===== src/rtl/ring_roi_pkg.sv =====
package ring_roi_pkg;

    typedef enum logic [1:0] {
        CAP_IDLE  = 2'd0,
        CAP_RUN   = 2'd1,
        CAP_DELAY = 2'd2,
        CAP_HOLD  = 2'd3
    } cap_state_e;

endpackage


===== src/rtl/ring_capture.sv =====
module ring_capture
    import ring_roi_pkg::*;
#(
    parameter int ADDR_W = 10,
    parameter int DLY_W  = 12
) (
    input  logic              clk,
    input  logic              rst_n,
    input  logic              arm,
    input  logic              trig,
    input  logic [DLY_W-1:0]  cfg_delay,
    input  logic [ADDR_W-1:0] cfg_roi,
    input  logic              rd_done,
    output logic              writing,
    output logic [ADDR_W-1:0] wr_ptr,
    output logic              busy,
    output logic              launch,
    output logic [ADDR_W-1:0] stop_cell,
    output logic [ADDR_W:0]   roi_len
);

    localparam logic [ADDR_W:0]  ROI_FULL = {1'b1, {ADDR_W{1'b0}}};
    localparam logic [DLY_W-1:0] CNT_LAST = DLY_W'(1);

    typedef struct packed {
        cap_state_e        st;
        logic [ADDR_W-1:0] ptr;
        logic [DLY_W-1:0]  cnt;
        logic [ADDR_W-1:0] stop;
        logic [ADDR_W:0]   roi;
        logic              launch;
    } cap_s;

    cap_s c_d, c_q;

    always_comb begin
        c_d        = c_q;
        c_d.launch = 1'b0;
        case (c_q.st)
            CAP_IDLE: begin
                if (arm) begin
                    c_d.st = CAP_RUN;
                end
            end
            CAP_RUN: begin
                c_d.ptr = c_q.ptr + 1'b1;
                if (trig) begin
                    c_d.roi = (cfg_roi == '0) ? ROI_FULL : {1'b0, cfg_roi};
                    if (cfg_delay == '0) begin
                        c_d.stop   = c_q.ptr;
                        c_d.st     = CAP_HOLD;
                        c_d.launch = 1'b1;
                    end else begin
                        c_d.cnt = cfg_delay;
                        c_d.st  = CAP_DELAY;
                    end
                end
            end
            CAP_DELAY: begin
                c_d.ptr = c_q.ptr + 1'b1;
                c_d.cnt = c_q.cnt - 1'b1;
                if (c_q.cnt == CNT_LAST) begin
                    c_d.stop   = c_q.ptr;
                    c_d.st     = CAP_HOLD;
                    c_d.launch = 1'b1;
                end
            end
            CAP_HOLD: begin
                if (rd_done) begin
                    c_d.st = CAP_IDLE;
                end
            end
            default: c_d.st = CAP_IDLE;
        endcase
    end

    always_ff @(posedge clk or negedge rst_n) begin
        if (!rst_n) begin
            c_q <= '0;
        end else begin
            c_q <= c_d;
        end
    end

    assign writing   = (c_q.st == CAP_RUN) || (c_q.st == CAP_DELAY);
    assign busy      = (c_q.st == CAP_DELAY) || (c_q.st == CAP_HOLD);
    assign wr_ptr    = c_q.ptr;
    assign launch    = c_q.launch;
    assign stop_cell = c_q.stop;
    assign roi_len   = c_q.roi;

    // consecutive writing cycles step the pointer by one with wrap
    a_r2_ptr_step: assert property (@(posedge clk) disable iff (!rst_n)
        writing |=> (!writing || wr_ptr == $past(wr_ptr) + 1'b1));

    // at launch writing has ended and the stop cell trails the pointer
    a_r3_halt_point: assert property (@(posedge clk) disable iff (!rst_n)
        launch |-> (!writing && stop_cell == ADDR_W'(wr_ptr - 1'b1)));

    // the stop cell stays frozen while held
    a_r7_stop_frozen: assert property (@(posedge clk) disable iff (!rst_n)
        (c_q.st == CAP_HOLD) |=> $stable(c_q.stop));

    // a single launch per capture
    a_r7_single_launch: assert property (@(posedge clk) disable iff (!rst_n)
        launch |=> !launch);

    // window length is frozen during the countdown
    a_r10_roi_frozen: assert property (@(posedge clk) disable iff (!rst_n)
        (c_q.st == CAP_DELAY) |=> $stable(c_q.roi));

endmodule


===== src/rtl/ring_roi_reader.sv =====
module ring_roi_reader #(
    parameter int ADDR_W = 10,
    parameter int SLOTS  = 4,
    parameter int RD_DIV = 4,
    localparam int SLOT_W = (SLOTS > 1) ? $clog2(SLOTS) : 1
) (
    input  logic              clk,
    input  logic              rst_n,
    input  logic              launch,
    input  logic [ADDR_W-1:0] stop_cell,
    input  logic [ADDR_W:0]   roi_len,
    output logic              strobe,
    output logic [ADDR_W-1:0] addr,
    output logic [SLOT_W-1:0] slot,
    output logic              done
);

    localparam int DIV_W = (RD_DIV > 1) ? $clog2(RD_DIV) : 1;
    localparam logic [DIV_W-1:0]  DIV_TOP   = DIV_W'(RD_DIV - 1);
    localparam logic [SLOT_W-1:0] SLOT_TOP  = SLOT_W'(SLOTS - 1);
    localparam logic [ADDR_W:0]   LEFT_LAST = (ADDR_W+1)'(1);

    typedef struct packed {
        logic              active;
        logic [ADDR_W-1:0] addr;
        logic [SLOT_W-1:0] slot;
        logic [ADDR_W:0]   left;
        logic [DIV_W-1:0]  div;
    } rd_s;

    rd_s  r_d, r_q;
    logic tick;
    logic last_slot;

    always_comb begin
        r_d       = r_q;
        tick      = r_q.active && (r_q.div == DIV_TOP);
        last_slot = (r_q.slot == SLOT_TOP);
        if (launch) begin
            r_d.active = 1'b1;
            r_d.addr   = stop_cell + 1'b1 - roi_len[ADDR_W-1:0];
            r_d.slot   = '0;
            r_d.left   = roi_len;
            r_d.div    = '0;
        end else if (r_q.active) begin
            if (tick) begin
                r_d.div = '0;
                if (last_slot) begin
                    r_d.slot = '0;
                    r_d.addr = r_q.addr + 1'b1;
                    r_d.left = r_q.left - 1'b1;
                    if (r_q.left == LEFT_LAST) begin
                        r_d.active = 1'b0;
                    end
                end else begin
                    r_d.slot = r_q.slot + 1'b1;
                end
            end else begin
                r_d.div = r_q.div + 1'b1;
            end
        end
    end

    always_ff @(posedge clk or negedge rst_n) begin
        if (!rst_n) begin
            r_q <= '0;
        end else begin
            r_q <= r_d;
        end
    end

    assign strobe = tick;
    assign addr   = r_q.addr;
    assign slot   = r_q.slot;
    assign done   = tick && last_slot && (r_q.left == LEFT_LAST);

    // strobes never come back to back
    a_r6_strobe_gap: assert property (@(posedge clk) disable iff (!rst_n)
        strobe |=> !strobe);

    // the slot index stays within the channel groups
    a_r5_slot_range: assert property (@(posedge clk) disable iff (!rst_n)
        r_q.active |-> (r_q.slot <= SLOT_TOP));

    // the walk never runs past the last window cell
    a_r4_window_end: assert property (@(posedge clk) disable iff (!rst_n)
        done |=> !r_q.active);

endmodule


===== src/rtl/ring_lane_mux.sv =====
module ring_lane_mux #(
    parameter int NCH    = 8,
    parameter int NLANES = 2,
    parameter int DW     = 8,
    localparam int SLOTS  = NCH / NLANES,
    localparam int SLOT_W = (SLOTS > 1) ? $clog2(SLOTS) : 1
) (
    input  logic [NCH*DW-1:0]    ch_data,
    input  logic [SLOT_W-1:0]    slot,
    output logic [NLANES*DW-1:0] lane_data
);

    localparam int CH_W = (NCH > 1) ? $clog2(NCH) + 1 : 2;

    for (genvar l = 0; l < NLANES; l++) begin : g_lane
        logic [CH_W-1:0] ch_idx;
        assign ch_idx = CH_W'(slot) * CH_W'(NLANES) + CH_W'(l);
        assign lane_data[l*DW +: DW] = ch_data[int'(ch_idx)*DW +: DW];
    end

endmodule


===== src/rtl/ring_roi_ctrl.sv =====
module ring_roi_ctrl #(
    parameter int ADDR_W = 10,
    parameter int DLY_W  = 12,
    parameter int NCH    = 8,
    parameter int NLANES = 2,
    parameter int DW     = 8,
    parameter int RD_DIV = 4,
    localparam int SLOTS  = NCH / NLANES,
    localparam int SLOT_W = (SLOTS > 1) ? $clog2(SLOTS) : 1
) (
    input  logic                 clk,
    input  logic                 rst_n,
    input  logic                 arm,
    input  logic                 trig,
    input  logic [DLY_W-1:0]     cfg_delay,
    input  logic [ADDR_W-1:0]    cfg_roi,
    input  logic [NCH*DW-1:0]    ch_data,
    output logic                 wr_en,
    output logic [ADDR_W-1:0]    wr_addr,
    output logic                 busy,
    output logic                 rd_valid,
    output logic [ADDR_W-1:0]    rd_addr,
    output logic [SLOT_W-1:0]    rd_slot,
    output logic [NLANES*DW-1:0] lane_data
);

    logic              launch;
    logic              rd_done;
    logic [ADDR_W-1:0] stop_cell;
    logic [ADDR_W:0]   roi_len;

    ring_capture #(
        .ADDR_W (ADDR_W),
        .DLY_W  (DLY_W)
    ) u_capture (
        .clk       (clk),
        .rst_n     (rst_n),
        .arm       (arm),
        .trig      (trig),
        .cfg_delay (cfg_delay),
        .cfg_roi   (cfg_roi),
        .rd_done   (rd_done),
        .writing   (wr_en),
        .wr_ptr    (wr_addr),
        .busy      (busy),
        .launch    (launch),
        .stop_cell (stop_cell),
        .roi_len   (roi_len)
    );

    ring_roi_reader #(
        .ADDR_W (ADDR_W),
        .SLOTS  (SLOTS),
        .RD_DIV (RD_DIV)
    ) u_reader (
        .clk       (clk),
        .rst_n     (rst_n),
        .launch    (launch),
        .stop_cell (stop_cell),
        .roi_len   (roi_len),
        .strobe    (rd_valid),
        .addr      (rd_addr),
        .slot      (rd_slot),
        .done      (rd_done)
    );

    ring_lane_mux #(
        .NCH    (NCH),
        .NLANES (NLANES),
        .DW     (DW)
    ) u_lanes (
        .ch_data   (ch_data),
        .slot      (rd_slot),
        .lane_data (lane_data)
    );

    // every strobe falls inside the busy period
    a_r8_strobe_in_busy: assert property (@(posedge clk) disable iff (!rst_n)
        rd_valid |-> busy);

    // no writing while a readout is running
    a_r9_no_write_in_read: assert property (@(posedge clk) disable iff (!rst_n)
        rd_valid |-> !wr_en);

    // busy falls only right after the final strobe
    a_r8_busy_release: assert property (@(posedge clk) disable iff (!rst_n)
        $fell(busy) |-> $past(rd_done));

endmodule


===== config.mk =====
export PLATFORM = sky130hd
export DESIGN_NAME = ring_roi_ctrl
export DESIGN_NICKNAME = d
export VERILOG_FILES = /design/src/rtl/ring_roi_pkg.sv /design/src/rtl/ring_capture.sv /design/src/rtl/ring_roi_reader.sv /design/src/rtl/ring_lane_mux.sv /design/src/rtl/ring_roi_ctrl.sv
export SDC_FILE = /design/constraint.sdc
export NUM_CORES = 1
export LEC_CHECK = 0
export ABC_AREA = 1
export BUFFER_PORTS_ARGS = -buffer_cell sky130_fd_sc_hd__buf_4
export CAP_MARGIN = 20
export CORE_ASPECT_RATIO = 1.5
export CORE_UTILIZATION = 33
export DETAILED_ROUTE_END_ITERATION = 10
export PLACE_DENSITY = 0.56
export SLEW_MARGIN = 15
export SYNTH_ARGS = -nofsm -noshare
export SYNTH_HDL_FRONTEND = slang
export SYNTH_SLANG_ARGS = --single-unit

===== constraint.sdc =====
create_clock -name clk -period 4.93 [get_ports clk]
set_clock_uncertainty 0.1 [all_clocks]
set_input_delay 0.493 -clock clk [delete_from_list [all_inputs] [get_ports clk]]
set_output_delay 0.493 -clock clk [all_outputs]
set_load 0.01 [all_outputs]

==> results of run 1 <==
==> final cells by class <==
class | count | area (um^2) | area share (%)
inverter | 78 | 293 | 4.53
clock inverter | 4 | 51.3 | 0.794
sequential | 72 | 1800 | 27.9
tap | 199 | 249 | 3.85
timing repair buffer | 131 | 983 | 15.2
multi-input combinational | 513 | 2820 | 43.6
clock buffer | 12 | 267 | 4.12
==> logic make-up after synthesis <==
| group | count (synthesis) | share of synthesized area [%] |
|---|---|---|
| multiplexers | 6 | 1.30 |
| flip-flops | 72 | 34.7 |
| adder cells (fa/ha/maj) | 30 | 7.37 |
| XOR/XNOR | 14 | 2.36 |
| buffers and inverters | 123 | 11.1 |
| AND/OR/NAND/NOR | 333 | 28.1 |
| AO/OA/AOI/OAI | 130 | 15.1 |
==> through the flow <==
stage | hold slack (ns) | area [um^2] | power (mW)
4_1_cts | 0.242 | 6460 | 3.83
3_3_place_gp | 0.371 | 6140 | 3.10
5_1_grt | 0.290 | 6460 | 4.13
6_report | 0.198 | 6460 | 3.78
2_1_floorplan | 0.0974 | 5200 | 2.55
3_5_place_dp | 0.379 | 6140 | 3.11
==> how the worst max path moves through the flow <==
stage,to,slack (ns),cells after the start
6_report,lane_data[10],1.73,4
5_1_grt,lane_data[3],1.39,4
4_1_cts,lane_data[1],1.73,4
3_5_place_dp,lane_data[10],2.10,4
3_3_place_gp,lane_data[13],2.18,4
2_1_floorplan,u_reader.addr[7],3.00,11
==> placed cells by master (no fill, tap or decap), types with 2 or more instances in the layout <==
| cell | instances |
|---|---|
| inv_2 | 3 |
| mux2_2 | 6 |
| nand2_2 | 6 |
| o22ai_1 | 21 |
| o221ai_1 | 5 |
| nor2_1 | 77 |
| ha_1 | 29 |
| nor2_4 | 2 |
| a21oi_1 | 21 |
| o21bai_1 | 7 |
| nor2_2 | 6 |
| nand2_4 | 2 |
| clkbuf_8 | 3 |
| o211ai_1 | 3 |
| a31oi_1 | 3 |
| o21ai_1 | 5 |
| nor3_1 | 6 |
| o21ai_0 | 50 |
| or2_2 | 4 |
| nand2_1 | 158 |
| buf_4 | 131 |
| clkbuf_16 | 9 |
| xnor2_1 | 4 |
| o21ai_2 | 10 |
| dfrtp_1 | 72 |
| xor2_1 | 10 |
| inv_1 | 75 |
| nor4_1 | 3 |
| nand4_1 | 14 |
| nand3_1 | 51 |
==> power by group <==
part | leakage (nW) | internal (mW) | total [mW] | switching (mW)
combinational | 2.20 | 0.820 | 2.02 | 1.20
sequential | 0.907 | 0.808 | 1.07 | 0.266
clock | 0.155 | 0.433 | 0.694 | 0.261
total | 3.26 | 2.06 | 3.78 | 1.72
==> sequential cells by signal (all words and copies together), names as in the netlist <==
name                 cells
u_reader.r_q            14
u_capture.wr_ptr        10
u_capture.c_q           14
u_capture.launch         1
u_capture.stop_cell     10
u_reader.slot            2
u_reader.addr           10
u_capture.roi_len       11
==> layer usage <==
metal / vias to the layer above / GRT usage [%] / wire length [um]
met1: 2257 / 18.6 / 5530
met5: - / 0 / 0
li1: 2514 / - / -
met4: 0 / 7.55 / 335
met2: 160 / 34.3 / 7370
met3: 26 / 3.55 / 794
==> impl_metrics.tcl, run 1 <==
set metrics [dict create \
    wl_per_cell_um 13.9 \
    yosysSeqAreaShare_pct 34.7 \
    crit_start "u_reader.slot[0]" \
    min_period_over_period_pct 64.9 \
    yosys.cell_types.count 42 \
    grt_max_degree 73 \
    root_buffer "clkbuf_16" \
    syn2layout_area_growth_pct 24.4 \
    grt_pass1_wl_um 23000 \
    ff2ff_path_depth 7 \
    synth_nets 828 \
    die_w_um 104 \
    synth_area_um2 5200 \
    critical_path_arrival_ns 2.61 \
    slowest_stage "dfrtp_1" \
    post-place-ws_ns 2.10 \
    fin_util_pct 42.5 \
    outcome "completed" \
    num_io_pins 131 \
    syn_avg_cell_area_um2 7.34 \
    cpLargestDelayFamily "flip-flops" \
    die_area_um2 16300 \
    dp_cells 993 \
    fin_crit_ns 3.20 \
    synth_seq_cells 72 \
    drtIter0Drc 278 \
    r2r_start "u_reader.slot[0]" \
    nets 925 \
    synth_common_cells "158 x nand2_1, 77 x nor2_1, 75 x inv_1" \
    critPathLaunchType "flip-flop" \
    grtUsageTotal_pct 17.8 \
    grt_overflow_total 0 \
    yosysWarningCount 0 \
    clk_latency_ns 0.34 \
    maxCapViolCount 0 \
    cts_tree "yes" \
    cts-resized-gates 0 \
    rows 55 \
    holdBufCountCts 0 \
    die_h_um 156 \
    worstSetupPathType "reg2out" \
    instances_no_fill 1009 \
    tightest_slew_ns 0.943 \
    max_freq_ghz 0.313 \
    synth_top_area_cell "dfrtp_1" \
    core-area_um2 15200 \
    synthFlopType "dfrtp_1" \
    fillCellCount 1591 \
    cp.buffers_inverters 2 \
    crit_chain "inv_1, o21ai_0, o22ai_1, buf_4" \
    postLayoutSetupSlackWorst_ns 1.73 \
    synth_top_area_share_pct 34.7 \
    end_kind "primary output" \
    ir_worst_vdd_v 0.000274 \
    rsz0062_at_grt "no" \
    power.leakage_nw 3.26 \
    cts_buffer_depth 2 \
    slew_headroom_pct 37.1 \
    gp_congestion 0.850 \
    cts_setup_buffers 0 \
    synthCells 708 \
    drc_errors 0 \
    synth_edf_count 0 \
    worstPathRequired_ns 4.34 \
    start_util_pct 34.2 \
    clock-sinks 72 \
    synthArstFlopShare_pct 100 \
    totalWireLength_um 14000 \
    drive_above_1_share_pct 23.3 \
    synth.most_common_cell "nand2_1" \
    tns_ns 0 \
    slew_viol_final 0 \
    final_hold_viol_count 0 \
    numCtsBuffers 9 \
    io_buffers 130 \
    grt_pass1_vias 4751 \
    p_per_area_nw_per_um2 586 \
    antenna_left 0 \
    antenna_found_initial 0 \
    n_antenna_cell 0 \
    h-tree-depth 3 \
    clk_pin_slew_ns 0.06 \
    vias_per_cell 4.91 \
    hold_path.class "in2async" \
    drtPass1Iterations 5 \
    max_stage_delay_ns 0.96 \
    ys_top_cells_by_area "dfrtp_1 35%, nand2_1 11%, ha_1 7.0%" \
    dp_hpwl_um 10700 \
    regToRegEndpoint "u_reader.r_q[9]" \
    cp_max_fo 36 \
    r2r_slack_ns 2.26 \
    vias 4957 \
    report.final.setup_viol 0 \
]
Note: power is estimated with default switching activity, not from simulation.
==> inputs of run 2 (changes only) <==
ABC_AREA = 0   (was 1)
clock period = 3 ns   (was 4.93 ns; I/O delays follow)
==> impl_metrics.tcl, run 2 <==
set metrics [dict create \
    synth_top_area_share_pct 36.2 \
    rsz0062_at_grt "no" \
    vias 4211 \
    critPathLaunchType "flip-flop" \
    numCtsBuffers 9 \
    crit_start "u_capture.roi_len[1]" \
    synth_nets 618 \
    clock-sinks 72 \
    max_freq_ghz 0.387 \
    slew_viol_final 0 \
    drtPass1Iterations 4 \
    cts_buffer_depth 2 \
    fillCellCount 1430 \
    yosysSeqAreaShare_pct 36.2 \
    grt_pass1_wl_um 20300 \
    grt_max_degree 73 \
    maxCapViolCount 0 \
    regArea_um2 1800 \
    io_buffers 130 \
    slew_headroom_pct 38.1 \
    gp_congestion 0.811 \
    antenna_left 0 \
    worstSetupPathType "reg2reg" \
    cts-resized-gates 0 \
    outcome "complete, but fails checks" \
    synth_area_um2 4980 \
    drc_errors 0 \
    h-tree-depth 3 \
    tightest_slew_ns 0.929 \
    clk_pin_slew_ns 0.06 \
    p_per_area_nw_per_um2 364 \
    critical_path_arrival_ns 2.72 \
    report.final.setup_viol 0 \
    worstPathRequired_ns 3.13 \
    max_stage_delay_ns 0.44 \
    core-area_um2 14700 \
    cts_setup_buffers 0 \
    syn2layout_area_growth_pct 25.2 \
    die_area_um2 15600 \
    failed_checks "hold timing" \
    clk_latency_ns 0.34 \
    rows 54 \
    ys_top_cells_by_area "dfrtp_1 36%, ha_1 7.3%, mux4_2 7.2%" \
    synthFlopType "dfrtp_1" \
    die_h_um 152 \
    cp_max_fo 3 \
    nets 719 \
    crit_chain "ha_1, inv_1, ha_1, fa_1, a211oi_1, o211ai_1, and4_1, a221oi_1" \
    wl_per_cell_um 15.8 \
    vias_per_cell 5.26 \
    tns_ns 0 \
    hold_path.class "in2async" \
    drtIter0Drc 177 \
    grt_pass1_vias 4351 \
    num_io_pins 131 \
    hold_ws_ns -0.0350 \
    synth_edf_count 0 \
    synth_common_cells "72 x dfrtp_1, 48 x nand2_1, 37 x inv_1" \
    drive_above_1_share_pct 30.8 \
    crit_path_frequent_cell "ha_1" \
    cts_tree "yes" \
    syn_avg_cell_area_um2 9.99 \
    end_kind "flip-flop" \
    multi_input_area_um2 2710 \
    r2r_start "u_capture.roi_len[1]" \
    grtUsageTotal_pct 16.7 \
    synth.most_common_cell "dfrtp_1" \
    grt_overflow_total 0 \
    dp_cells 784 \
    synth_seq_cells 72 \
    yosys.cell_types.count 58 \
    slowest_stage "a211oi_1" \
    power.leakage_nw 2.76 \
    yosysWarningCount 0 \
    ir_worst_vdd_v 0.000286 \
    totalWireLength_um 12700 \
    n_antenna_cell 0 \
    root_buffer "clkbuf_16" \
    die_w_um 102 \
    final_cell_mix "137 x buf_4, 72 x dfrtp_1, 48 x nand2_1, 37 x inv_1, 29 x ha_1" \
    final_hold_viol_count 10 \
    dp_hpwl_um 9870 \
    layout_commonest_cell "buf_4" \
    synthArstFlopShare_pct 100 \
    start_util_pct 33.9 \
    min_period_over_period_pct 86.2 \
    instances_no_fill 800 \
    synthCells 498 \
    holdBufCountCts 0 \
    synth_top_area_cell "dfrtp_1" \
    antenna_found_initial 0 \
    fin_crit_ns 2.59 \
]
==> run 2: cell types whose count changed after synthesis, sizes merged, moves of 12 or more <==
| cell | change |
|---|---|
| nand2 | -118 |
| nand3 | -45 |
| nor4 | +12 |
| mux2i | +16 |
| o21ai | -41 |
| a21oi | -13 |
| mux4 | +16 |
| inv | -41 |
| nor2 | -63 |
| o22ai | -19 |
| xnor2 | +12 |
==> run 2: metrics by stage <==
step | cell area [um^2] | hold slack, ns | util (%) | power, mW | setup slack [ns]
final | 6230 | -0.0350 | 42.5 | 2.27 | 0.413
after global routing | 6230 | 0.0874 | 42.5 | 2.36 | 0.184
after CTS | 6230 | 0.0425 | 42.5 | 2.30 | 0.419
after detailed placement | 5920 | 0.398 | 40.4 | 1.17 | 0.431
after global placement | 5920 | 0.390 | 40.4 | 1.17 | 0.475
after floorplan | 4980 | -0.0956 | - | 1.03 | 0.649
==> run 2: cell families after synthesis <==
kind of cell / count (synthesis) / share of synthesized area, %
AND/OR/NAND/NOR: 144 / 14.9
AO/OA/AOI/OAI: 98 / 14.2
buffers and inverters: 84 / 9.43
flip-flops: 72 / 36.2
multiplexers: 42 / 12.7
adder cells (fa/ha/maj): 30 / 7.69
XOR/XNOR: 28 / 4.93
==> run 2: critical path: cells and delay by family, from the launching register on <==
family | cells | cell delay, ns
AOI/OAI and AO/OA | 3 | 0.82
DFF | 1 | 0.40
adders and majority gates | 3 | 0.93
buffers and inverters | 1 | 0.04
and+or+nand+nor | 1 | 0.19
==> run 2: final cells by class <==
type,count,share of cell area (%)
Multi-Input combinational cell,342,43.4
Sequential cell,72,28.9
Timing Repair Buffer,137,16.5
Tap cell,196,3.93
Clock buffer,10,3.83
Inverter,37,2.23
Clock inverter,6,1.18
==> run 2: final timing paths <==
check                      cells past startpoint  slack (ns)                    to
min in group clk                               2        0.09  u_capture.roi_len[7]
max in group asynchronous                      1        2.20      u_reader.addr[8]
setup / recovery                               8        0.41      u_reader.addr[9]
hold reg to reg                                2        0.40       u_reader.r_q[4]
hold / removal                                 1       -0.04   u_capture.wr_ptr[7]
setup reg to reg                               8        0.41      u_reader.addr[9]
==> run 2: power breakdown <==
part           internal [mW]  switching [mW]
combinational          0.108          0.0699
sequential             0.971               0
clock                  0.680           0.443
==> run 2: routing by layer <==
metal | vias to the layer above | share of wire, % | global-route usage, %
met5 | - | 0 | 0
met4 | 0 | 2.2 | 6.33
met3 | 18 | 6.8 | 3.30
met2 | 165 | 52 | 31.6
met1 | 2012 | 39 | 17.5
li1 | 2016 | - | -
==> inputs of run 3 (changes only) <==
CORE_MARGIN = 2   (was default)
==> impl_metrics.tcl, run 3 (synthesis results as in run 2) <==
set metrics [dict create \
    final_cell_mix "136 x buf_4, 72 x dfrtp_1, 48 x nand2_1, 37 x inv_1, 29 x ha_1" \
    hold_path.class "in2async" \
    max_stage_delay_ns 0.43 \
    instances_no_fill 801 \
    n_antenna_cell 0 \
    dp_hpwl_um 9900 \
    maxCapViolCount 0 \
    antenna_found_initial 0 \
    io_buffers 130 \
    vias_per_cell 5.29 \
    crit_path_frequent_cell "ha_1" \
    slowest_stage "fa_1" \
    worstPathRequired_ns 3.13 \
    post-place-ws_ns 0.442 \
    tns_ns 0 \
    numCtsBuffers 9 \
    drtPass1Iterations 4 \
    drtIter0Drc 180 \
    clock-sinks 72 \
    die_area_um2 16100 \
    layout_commonest_cell "buf_4" \
    cp_max_fo 3 \
    crit_chain "ha_1, inv_1, ha_1, fa_1, a211oi_1, o211ai_1, and4_1, a221oi_1" \
    dp_cells 786 \
    cts_buffer_depth 2 \
    die_h_um 154 \
    grt_max_degree 73 \
    critical_path_arrival_ns 2.72 \
    nets 718 \
    cp.buffers_inverters 1 \
    die_w_um 104 \
    p_total_mw 2.22 \
    grt_pass1_vias 4274 \
    cts-resized-gates 0 \
    end_kind "flip-flop" \
    syn2layout_area_growth_pct 24.8 \
    clk_pin_slew_ns 0.06 \
    worstSetupPathType "reg2reg" \
    p_per_area_nw_per_um2 357 \
    fin_crit_ns 2.58 \
    grtUsageTotal_pct 16.4 \
    hold_ws_ns 0.000487 \
    clk_latency_ns 0.34 \
    totalWireLength_um 12800 \
    cpLargestDelayFamily "adder cells" \
    drive_above_1_share_pct 30.6 \
    slew_headroom_pct 37.9 \
    gp_congestion 0.813 \
    wl_per_cell_um 16.0 \
    grt_pass1_wl_um 21400 \
    root_buffer "clkbuf_16" \
    start_util_pct 33.3 \
    cts_setup_buffers 0 \
    max_freq_ghz 0.387 \
    num_io_pins 131 \
    antenna_left 0 \
    h-tree-depth 3 \
    slew_viol_final 0 \
    report.final.setup_viol 0 \
    core-area_um2 14900 \
    holdBufCountCts 0 \
    rows 55 \
    ir_worst_vdd_v 0.000271 \
    critPathLaunchType "flip-flop" \
    vias 4235 \
    drc_errors 0 \
    power.leakage_nw 2.74 \
    grt_overflow_total 0 \
    final_hold_viol_count 0 \
    min_period_over_period_pct 86.1 \
    outcome "completed" \
    tightest_slew_ns 0.931 \
    postLayoutSetupSlackWorst_ns 0.416 \
    rsz0062_at_grt "no" \
    cts_tree "yes" \
]
-- run 3: final cells by class --
type                            count  area (um^2)
Timing Repair Buffer              136         1020
Inverter                           37          139
Clock inverter                      6         68.8
Clock buffer                        9          225
Multi-Input combinational cell    342         2710
Fill cell                        1459         8720
Sequential cell                    72         1800
Tap cell                          199          249
-- run 3: metrics by stage --
step / util, % / area [um^2]
finish: 41.6 / 6210
global route: 41.6 / 6210
CTS: 41.6 / 6210
detailed placement: 39.6 / 5920
global placement: 39.6 / 5920
floorplan: - / 4980
-- run 3: path summary, 6_finish.rpt --
| path | from | end | slack, ns | cells past startpoint |
|---|---|---|---|---|
| max reg2reg | u_capture.roi_len[1] | u_reader.addr[9] | 0.42 | 8 |
| max in group asynchronous | rst_n | u_reader.addr[6] | 2.19 | 1 |
| min | rst_n | u_capture.wr_ptr[5] | 0.0005 | 1 |
| max | u_capture.roi_len[1] | u_reader.addr[9] | 0.42 | 8 |
| min reg2reg | u_capture.wr_ptr[9] | u_capture.wr_ptr[9] | 0.41 | 1 |
| min in group clk | cfg_roi[7] | u_capture.roi_len[7] | 0.10 | 2 |
-- run 3: metal layers --
layer,global-route usage [%],vias to the layer above,part of all wire (%),routed length [um]
li1,-,2013,-,-
met1,18.2,2042,40,5100
met2,30.3,158,52,6720
met3,3.96,22,5.9,762
met4,5.73,0,2.0,252
met5,0,-,0,0
-- run 3: where the power goes --
part	switching (mW)	total, mW	internal (mW)
registers	0	0.971	0.971
logic	0.0709	0.179	0.108
clock network	0.426	1.07	0.644
